===== src/rtl/qr_pkg.sv =====
package qr_pkg;
  typedef enum logic [1:0] {
    ST_IDLE = 2'd0,
    ST_WAIT = 2'd1,
    ST_ON   = 2'd2
  } qr_state_e;
endpackage


===== src/rtl/qr_interval_timer.sv =====
module qr_interval_timer #(
  parameter int unsigned LIMIT = 16
) (
  input  logic clk,
  input  logic rst_n,
  input  logic run,
  output logic expire
);
  localparam int unsigned CW = (LIMIT > 1) ? $clog2(LIMIT) : 1;
  localparam logic [CW-1:0] LAST = CW'(LIMIT - 1);

  logic [CW-1:0] cnt_q, cnt_d;

  always_comb begin
    cnt_d = '0;
    if (run) begin
      cnt_d = (cnt_q == LAST) ? cnt_q : cnt_q + 1'b1;
    end
  end

  assign expire = run && (cnt_q == LAST);

  always_ff @(posedge clk or negedge rst_n) begin
    if (!rst_n) cnt_q <= '0;
    else        cnt_q <= cnt_d;
  end

  AST_CNT_IDLE_ZERO: assert property (@(posedge clk) disable iff (!rst_n)
    !$past(run) |-> cnt_q == '0);
endmodule


===== src/rtl/qr_period_meter.sv =====
module qr_period_meter #(
  parameter int unsigned FAST_LIM = 1111,
  parameter int unsigned SLOW_LIM = 2222
) (
  input  logic clk,
  input  logic rst_n,
  input  logic enable,
  input  logic start,
  output logic mode_ext
);
  localparam int unsigned CW = $clog2(SLOW_LIM + 1);
  localparam int unsigned PW = CW + 1;
  localparam logic [CW-1:0] LASTC  = CW'(SLOW_LIM - 1);
  localparam logic [PW-1:0] FAST_C = PW'(FAST_LIM);
  localparam logic [PW-1:0] SLOW_C = PW'(SLOW_LIM);

  logic [CW-1:0] cnt_q, cnt_d;
  logic          valid_q, valid_d;
  logic          mode_q, mode_d;
  logic [PW-1:0] period;

  assign period = {1'b0, cnt_q} + PW'(1);

  always_comb begin
    cnt_d   = cnt_q;
    valid_d = valid_q;
    mode_d  = mode_q;
    if (!enable) begin
      cnt_d   = '0;
      valid_d = 1'b0;
      mode_d  = 1'b0;
    end else if (start) begin
      cnt_d   = '0;
      valid_d = 1'b1;
      if (valid_q) begin
        if (!mode_q && (period < FAST_C))      mode_d = 1'b1;
        else if (mode_q && (period >= SLOW_C)) mode_d = 1'b0;
      end
    end else if (cnt_q != LASTC) begin
      cnt_d = cnt_q + 1'b1;
    end
  end

  always_ff @(posedge clk or negedge rst_n) begin
    if (!rst_n) begin
      cnt_q   <= '0;
      valid_q <= 1'b0;
      mode_q  <= 1'b0;
    end else begin
      cnt_q   <= cnt_d;
      valid_q <= valid_d;
      mode_q  <= mode_d;
    end
  end

  assign mode_ext = mode_q;

  AST_NO_MODE_WITHOUT_VALID: assert property (@(posedge clk) disable iff (!rst_n)
    (mode_q && !$past(mode_q)) |-> $past(valid_q));
endmodule


===== src/rtl/qr_valley_ctrl.sv =====
module qr_valley_ctrl
  import qr_pkg::*;
(
  input  logic clk,
  input  logic rst_n,
  input  logic enable,
  input  logic valley_pulse,
  input  logic pwm_off,
  input  logic mode_ext,
  input  logic wait_exp,
  input  logic on_exp,
  output logic gate_on,
  output logic thr_low_sel,
  output logic start,
  output logic wait_run,
  output logic on_run
);
  qr_state_e state_q, state_d;
  logic      seen_q, seen_d;
  logic      thr_q, thr_d;
  logic      valley_ok;

  assign valley_ok = valley_pulse && (!mode_ext || seen_q);

  always_comb begin
    state_d = state_q;
    seen_d  = seen_q;
    thr_d   = thr_q;
    start   = 1'b0;
    case (state_q)
      ST_IDLE: begin
        seen_d = 1'b0;
        thr_d  = 1'b0;
        if (enable) state_d = ST_WAIT;
      end
      ST_WAIT: begin
        if (!enable) begin
          state_d = ST_IDLE;
          seen_d  = 1'b0;
          thr_d   = 1'b0;
        end else if (valley_ok || wait_exp) begin
          state_d = ST_ON;
          start   = 1'b1;
          seen_d  = 1'b0;
          thr_d   = 1'b0;
        end else if (valley_pulse && mode_ext) begin
          seen_d = 1'b1;
          thr_d  = 1'b1;
        end
      end
      ST_ON: begin
        seen_d = 1'b0;
        thr_d  = 1'b0;
        if (!enable)                state_d = ST_IDLE;
        else if (pwm_off || on_exp) state_d = ST_WAIT;
      end
      default: begin
        state_d = ST_IDLE;
        seen_d  = 1'b0;
        thr_d   = 1'b0;
      end
    endcase
  end

  always_ff @(posedge clk or negedge rst_n) begin
    if (!rst_n) begin
      state_q <= ST_IDLE;
      seen_q  <= 1'b0;
      thr_q   <= 1'b0;
    end else begin
      state_q <= state_d;
      seen_q  <= seen_d;
      thr_q   <= thr_d;
    end
  end

  assign gate_on     = (state_q == ST_ON);
  assign thr_low_sel = thr_q;
  assign wait_run    = (state_q == ST_WAIT);
  assign on_run      = (state_q == ST_ON);

  AST_DISABLE_OFF: assert property (@(posedge clk) disable iff (!rst_n)
    !enable |=> !gate_on);
  AST_PWM_OFF_ENDS: assert property (@(posedge clk) disable iff (!rst_n)
    (gate_on && pwm_off) |=> !gate_on);
  AST_THR_GATE_OFF: assert property (@(posedge clk) disable iff (!rst_n)
    thr_low_sel |-> !gate_on);
  AST_THR_EXT_ONLY: assert property (@(posedge clk) disable iff (!rst_n)
    thr_low_sel |-> mode_ext);
endmodule


===== src/rtl/qr_valley_sel.sv =====
module qr_valley_sel #(
  parameter int unsigned FAST_LIM   = 1111,
  parameter int unsigned SLOW_LIM   = 2222,
  parameter int unsigned TIMEOUT    = 3000,
  parameter int unsigned PERIOD_REF = 2222,
  parameter int unsigned DUTY_PCT   = 95
) (
  input  logic clk,
  input  logic rst_n,
  input  logic enable,
  input  logic valley_pulse,
  input  logic pwm_off,
  output logic gate_on,
  output logic thr_low_sel,
  output logic mode_ext
);
  localparam int unsigned MAX_ON = (PERIOD_REF * DUTY_PCT) / 100;

  logic start;
  logic wait_run, on_run;
  logic wait_exp, on_exp;

  qr_valley_ctrl u_ctrl (
    .clk          (clk),
    .rst_n        (rst_n),
    .enable       (enable),
    .valley_pulse (valley_pulse),
    .pwm_off      (pwm_off),
    .mode_ext     (mode_ext),
    .wait_exp     (wait_exp),
    .on_exp       (on_exp),
    .gate_on      (gate_on),
    .thr_low_sel  (thr_low_sel),
    .start        (start),
    .wait_run     (wait_run),
    .on_run       (on_run)
  );

  qr_period_meter #(
    .FAST_LIM (FAST_LIM),
    .SLOW_LIM (SLOW_LIM)
  ) u_meter (
    .clk      (clk),
    .rst_n    (rst_n),
    .enable   (enable),
    .start    (start),
    .mode_ext (mode_ext)
  );

  qr_interval_timer #(.LIMIT(TIMEOUT)) u_off_timer (
    .clk    (clk),
    .rst_n  (rst_n),
    .run    (wait_run),
    .expire (wait_exp)
  );

  qr_interval_timer #(.LIMIT(MAX_ON)) u_on_timer (
    .clk    (clk),
    .rst_n  (rst_n),
    .run    (on_run),
    .expire (on_exp)
  );

  AST_MODE_AT_TURNON: assert property (@(posedge clk) disable iff (!rst_n)
    (mode_ext != $past(mode_ext)) |-> ((gate_on && !$past(gate_on)) || !$past(enable)));
endmodule


===== config.mk =====
export PLATFORM = sky130hd
export DESIGN_NAME = qr_valley_sel
export DESIGN_NICKNAME = d
export VERILOG_FILES = /design/src/rtl/qr_pkg.sv /design/src/rtl/qr_interval_timer.sv /design/src/rtl/qr_period_meter.sv /design/src/rtl/qr_valley_ctrl.sv /design/src/rtl/qr_valley_sel.sv
export SDC_FILE = /design/constraint.sdc
export NUM_CORES = 1
export LEC_CHECK = 0
export BUFFER_PORTS_ARGS = -buffer_cell sky130_fd_sc_hd__clkbuf_2
export CORE_UTILIZATION = 40
export DETAILED_ROUTE_END_ITERATION = 12
export SLEW_MARGIN = 20
export SYNTH_ARGS = -nofsm -noshare
export SYNTH_HDL_FRONTEND = slang
export SYNTH_SLANG_ARGS = --single-unit

===== constraint.sdc =====
create_clock -name clk -period 4.2 [get_ports clk]
set_input_delay 0.63 -clock clk [delete_from_list [all_inputs] [get_ports clk]]
set_output_delay 0.63 -clock clk [all_outputs]
set_load 0.01 [all_outputs]

Word level (Yosys, flattened, before mapping) --
Index checks and enable logic that the tools add are counted. W data, S select, Z words.
Storage, ports and cells: flip-flop bits (word level) 41, latch bits 0, memory bits (writable) 0, memory bits (read-only) 0, output and inout port bits 3, logic and storage cells 68, memories kept 0
Operators by class: $add $sub $neg 4, $mul 0, div/mod/pow operators 0, magnitude comparators 2, equality and inequality tests 15, shift-type cells 0, multiplexer cells 27, bitwise logic cells 0, reduce and logical (&&, ||, !) cells 13
Operator list (number):
- $mux W12 | 7
- $add A12 B1 Y12 const B | 3
- $eq A12 B12 Y1 const B | 2
- $mux W1 | 14
- $add A12 B1 Y13 const B | 1
- $ge A13 B12 Y1 const B | 1
- $lt A13 B11 Y1 const B | 1
- $ne A12 B12 Y1 const B | 1
- $mux W2 | 5
- $logic_and A1 B1 Y1 | 6
- $ne A2 B2 Y1 const B | 3
- $ne A3 B1 Y1 const B | 2
- $ne A3 B3 Y1 const B | 2
- $pmux W2 S3 | 1
- $reduce_and A3 Y1 | 2
- $ne A2 B1 Y1 const B | 2
- $ne A4 B4 Y1 const B | 1
- $logic_or A1 B1 Y1 | 3
- $eq A2 B1 Y1 const B | 1
- $eq A2 B2 Y1 const B | 1
- $logic_not A2 Y1 | 1
- $logic_not A1 Y1 | 1

Logic depth before layout (Yosys ltp) --
depth in word-level cells 9, mapped depth 9, depth with buffers taken out 8

Modules after synthesis --
A second synthesis with hierarchy kept.
Unflattened totals: cells, all modules 268, area total of the unflattened synthesis 2504.9 um2
By module, submodules not included:
- qr_period_meter | times used 1, cells an instance 117, area an instance 1024.7 um2, sequential area each 350.3 um2
- qr_interval_timer at u_on_timer | times used 1, cells an instance 66, area an instance 665.6 um2, sequential area each 300.3 um2
- qr_interval_timer at u_off_timer | times used 1, cells an instance 66, area an instance 623.1 um2, sequential area each 300.3 um2
- qr_valley_ctrl | times used 1, cells an instance 19, area an instance 191.4 um2, sequential area each 75.1 um2

Least setup slack after synthesis --
OpenSTA, ideal clock, no wires.
path kind register -> register, start register u_off_timer.cnt_q[6], end register u_meter.mode_q (netlist: u_meter.mode_ext), setup time 0.087 ns, data arrival time 1.906 ns, data required time 4.113 ns, path slack 2.207 ns, stages on the path, launching flop included 7, path buffers 0, path through dfrtp_1 or4b_4 or4_4 o211ai_4 and3_1 nand4_1 a22oi_1
Between the ends: cells in the longest elaborated chain, start to end 8
Ends and longest elaborated chain:
- start, declared | RTL line qr_interval_timer.sv:12 | logic [CW-1:0] cnt_q, cnt_d;
- start signal, assigned | RTL line qr_interval_timer.sv:25 | else cnt_q <= cnt_d;
- $eq A12 B12 Y1 | RTL line qr_interval_timer.sv:21 | assign expire = run && (cnt_q == LAST);
- $logic_and A1 B1 Y1 | RTL line qr_interval_timer.sv:21
- $logic_or A1 B1 Y1 | RTL line qr_valley_ctrl.sv:41 | end else if (valley_ok || wait_exp) begin
- $mux W1 | RTL line qr_valley_ctrl.sv:41
- $mux W1 | RTL line qr_valley_ctrl.sv:37 | if (!enable) begin
- $mux W1 | RTL line qr_valley_ctrl.sv:30 | case (state_q)
- $ne A2 B1 Y1 (no source line)
- $reduce_and A3 Y1 (no source line)
- end signal, assigned | RTL line qr_period_meter.sv:52 | mode_q <= mode_d;
- end, declared | RTL line qr_period_meter.sv:19 | logic mode_q, mode_d;
No other way between the ends. A chain may end at the register's enable or synchronous reset.

Worst setup path after layout --
start register u_ctrl.state_q[1], end register u_meter.mode_q (netlist: u_meter.mode_ext)
Between the ends: cells in the longest elaborated chain, start to end 8
Ends and longest elaborated chain:
- start, declared | RTL line qr_valley_ctrl.sv:18 | qr_state_e state_q, state_d;
- start signal, assigned | RTL line qr_valley_ctrl.sv:71 | state_q <= state_d;
- $eq A2 B1 Y1 (*) | RTL line qr_valley_ctrl.sv:30, qr_valley_ctrl.sv:79
- $logic_and A1 B1 Y1 | RTL line qr_interval_timer.sv:21
- $logic_or A1 B1 Y1 | RTL line qr_valley_ctrl.sv:41
- $mux W1 | RTL line qr_valley_ctrl.sv:41
- $mux W1 | RTL line qr_valley_ctrl.sv:37
- $mux W1 (*) | RTL line qr_valley_ctrl.sv:30
- $ne A2 B1 Y1 (no source line) (*)
- $reduce_and A3 Y1 (no source line) (*)
Every way passes the cells marked *; elsewhere a longest branch is shown, timed or not.

==> flow_summary_export.csv <==
group,metric,value,unit
outcome,outcome,"completed",
yosys,async_reset_ff_share,100.0,%
setup_path,r2r_cells,6,
power,vdd_ir_drop_max,203.9,µV
sta,max_freq,443.7,MHz
setup_path,cp_cell_sequence,"nand2b_1, or4_4, o211ai_4, and3_1, nand4_1, a22oi_1",
power,p_sw,0.2023,mW
setup_path,cp_max_fo,17,
grt,antenna_found_initial,0,
setup_path,critPathLaunchType,"flip-flop",
yosys,synth.yosys.warnings,0,
sta,fin_crit,2254,ps
sta,tightest_slew,903.5,ps
min_path,min_path_type,"input port to asynchronous set/reset pin",
clocking,postCtsHoldBufs,0,
clocking,clockBufferDepth,2,
setup_path,crit_arrival,2450,ps
cells_and_area,nNetsFinal,275,
die,dieArea,0.006262,mm²
cells_and_area,n_antenna_cell,0,
power,power_density,305.0,mW/mm²
yosys,synth.area.top_cells,"dfrtp_1, nor2_1, xor2_1",
detailed_routing,vias_per_cell,5.335,
yosys,synth.mux.area_fraction,1.682,%
sta,tns,0,ps
power,pwr-share-seq,55.1,%
cells_and_area,drive_above_1_share,8.302,%
clocking,cts_resized,0,
yosys,syn_area,0.002380,mm²
setup_path,r2r_start,"u_ctrl.state_q[1]",
setup_path,crit_family,"simple AND/OR/NAND/NOR gates",
placement,port_buffers,7,
yosys,yosysUniqueCellTypes,48,
detailed_routing,finalWirelength,4590,µm
clocking,post_cts_buffers,0,
detailed_routing,drtPass1Iterations,4,
flow_run,max_cap_viol_count,0,
sta,post-route-period-util,53.66,%
setup_path,ff2ff_setup_slack,1950,ps
clocking,clk_latency,280,ps
clocking,cts.sinks,41,
cells_and_area,stdcell_area,0.002531,mm²
yosys,synthesis.nets,273,
cells_and_area,fillers,572,
setup_path,critPathBufInv,0,
yosys,synthCells,263,
sta,finClkSkew,7.126,ps
placement,gp_congestion,0.8034,
cells_and_area,layout_common_cells,"nor2_1, dfrtp_1, nand3_1",
placement,place_area,0.002445,mm²
yosys,synthAdderAreaFrac,2.629,%
yosys,yosysTopAreaCell,"dfrtp_1",
power,sw_frac_of_total,26.20,%
die,start_util,42.44,%
grt,grtUsageTotal,16.90,%
detailed_routing,drt_iter0_markers,117,
setup_path,cp.required,4400,ps
clocking,path_clk_slew,80,ps
sta,slew_headroom,39.76,%
placement,dp_hpwl,3275,µm
detailed_routing,wl_per_cell,13.62,µm
clocking,htree_levels,2,
clocking,cts_buffers,5,
sta,finalHoldViolations,0,
yosys,synth-simple-area-share,29.02,%
yosys,synth_compound_area_share,9.464,%
power,p_comb_share,11.2,%
detailed_routing,drc,0,
grt,grt_overflow,0,
power,p_int,0.5698,mW
sta,drv_slew,0,
detailed_routing,ant_nets,0,
cells_and_area,area_growth_syn_to_layout,6.362,%
yosys,synth-xor-area-share,10.30,%
die,io_pins,8,
yosys,synth_edf_count,0,
sta,finalSetupViolCount,0,
setup_path,r2r_end,"u_meter.mode_ext",
grt,grt_pass1_wl,8245,µm
yosys,synth_flop_cell,"dfrtp_1",
die,die_h,79.13,µm
setup_path,critical_path_class,"flip-flop to flip-flop",
setup_path,critPathSlowestCell,"or4_4",
cells_and_area,layout_commonest_cell,"nor2_1",
grt,grt_pass1_vias,1728,
die,coreArea,0.005608,mm²
detailed_routing,num_vias,1798,
yosys,ys_seq_elements,41,
yosys,synth_top_family_by_area,"simple AND/OR/NAND/NOR gates",
clocking,cts_tree,"built",
grt,grt_max_degree,42,
die,die_w,79.13,µm
power,p_leak,1.024,nW
sta,rsz0062_at_grt,"no",
die,row_count,27,
setup_path,end_kind,"flip-flop",
clocking,clock-root-buffer,"clkbuf_8",
yosys,yosysTopAreaCellShare,43.11,%
yosys,ys_seq_area_share,43.11,%
power,p_clk_share,33.7,%
setup_path,cpPeakStageDelay,670,ps
yosys,avgSynthCellArea,9.049,µm²
[power by group through the flow]
stage / clock (mW) / combinational, mW / sequential, mW
floorplan: 0 / 0.0639 / 0.429
global placement: 0 / 0.0873 / 0.434
detailed placement: 0 / 0.0887 / 0.433
CTS: 0.269 / 0.0888 / 0.425
global route: 0.289 / 0.101 / 0.428
finish: 0.260 / 0.0865 / 0.426
[cell usage after synthesis, drive strengths merged (2+ instances only)]
library cell,instances
xor2,15
nor3b,2
or2,2
a211oi,2
inv,8
nand3,21
and3,4
nor2,47
nand4,8
and2,2
xnor2,13
mux2i,4
a31oi,5
o21ai,6
nor4,2
or4b,2
nand2,14
buf,5
nor3,9
a21oi,10
clkbuf,7
and4,3
ha,5
nand2b,4
or3,4
nor4b,3
dfrtp,41
[state kept, by name, summed over array words and instances (netlist names)]
signal,flops
u_ctrl.seen_q,1
u_ctrl.state_q,2
u_meter.cnt_q,12
u_meter.mode_ext,1
u_meter.valid_q,1
u_off_timer.cnt_q,12
u_on_timer.cnt_q,12
[worst max path at each step]
| stage | from | endpoint | cells past startpoint |
|---|---|---|---|
| final | u_ctrl.state_q[1] | u_meter.mode_ext | 6 |
| after global routing | u_meter.cnt_q[0] | u_meter.mode_ext | 7 |
| after CTS | u_ctrl.state_q[1] | u_meter.mode_ext | 6 |
| after detailed placement | u_ctrl.state_q[1] | u_meter.mode_ext | 6 |
| after global placement | u_ctrl.state_q[1] | u_meter.mode_ext | 6 |
| after floorplan | u_off_timer.cnt_q[6] | u_meter.mode_ext | 6 |
[cells by family (layout without fill, tap and decap cells)]
logic type / Yosys count / in the layout
buf+inv: 20 / 22
fa+ha+maj: 5 / 5
xor+xnor: 28 / 28
flops: 41 / 41
simple gates: 132 / 132
mux: 4 / 4
compound gates: 33 / 33
[routing by layer]
layer	track usage, %	share of wire [%]	vias to the layer above
met4	6.909	1.3	0
met5	0	0	-
met1	24.42	52	839
met3	4.023	3.8	4
met2	23.97	43	26
li1	-	-	929
[area by class of cell]
| type | instances | area, µm² | share of cell area, % |
|---|---|---|---|
| Multi-Input combinational cell | 202 | 1264 | 49.93 |
| Sequential cell | 41 | 1026 | 40.53 |
| Tap cell | 72 | 90.09 | 3.559 |
| Clock buffer | 7 | 86.33 | 3.411 |
| Timing Repair Buffer | 7 | 35.03 | 1.384 |
| Inverter | 8 | 30.03 | 1.186 |
[per-stage QoR]
| stage | utilization [%] | std cells | total power [mW] | hold slack, ps | setup slack [ps] |
|---|---|---|---|---|---|
| finish | 45.14 | 337 | 0.7721 | 466.9 | 1946 |
| global route | 45.14 | 337 | 0.8173 | 526.5 | 1734 |
| CTS | 45.14 | 337 | 0.7834 | 495.3 | 1923 |
| detailed placement | 43.60 | 330 | 0.5217 | 478.5 | 1938 |
| global placement | 43.60 | 330 | 0.5208 | 474.9 | 2001 |
| floorplan | - | 263 | 0.4929 | 334.4 | 2207 |
Power figures use the tool's default switching activity.
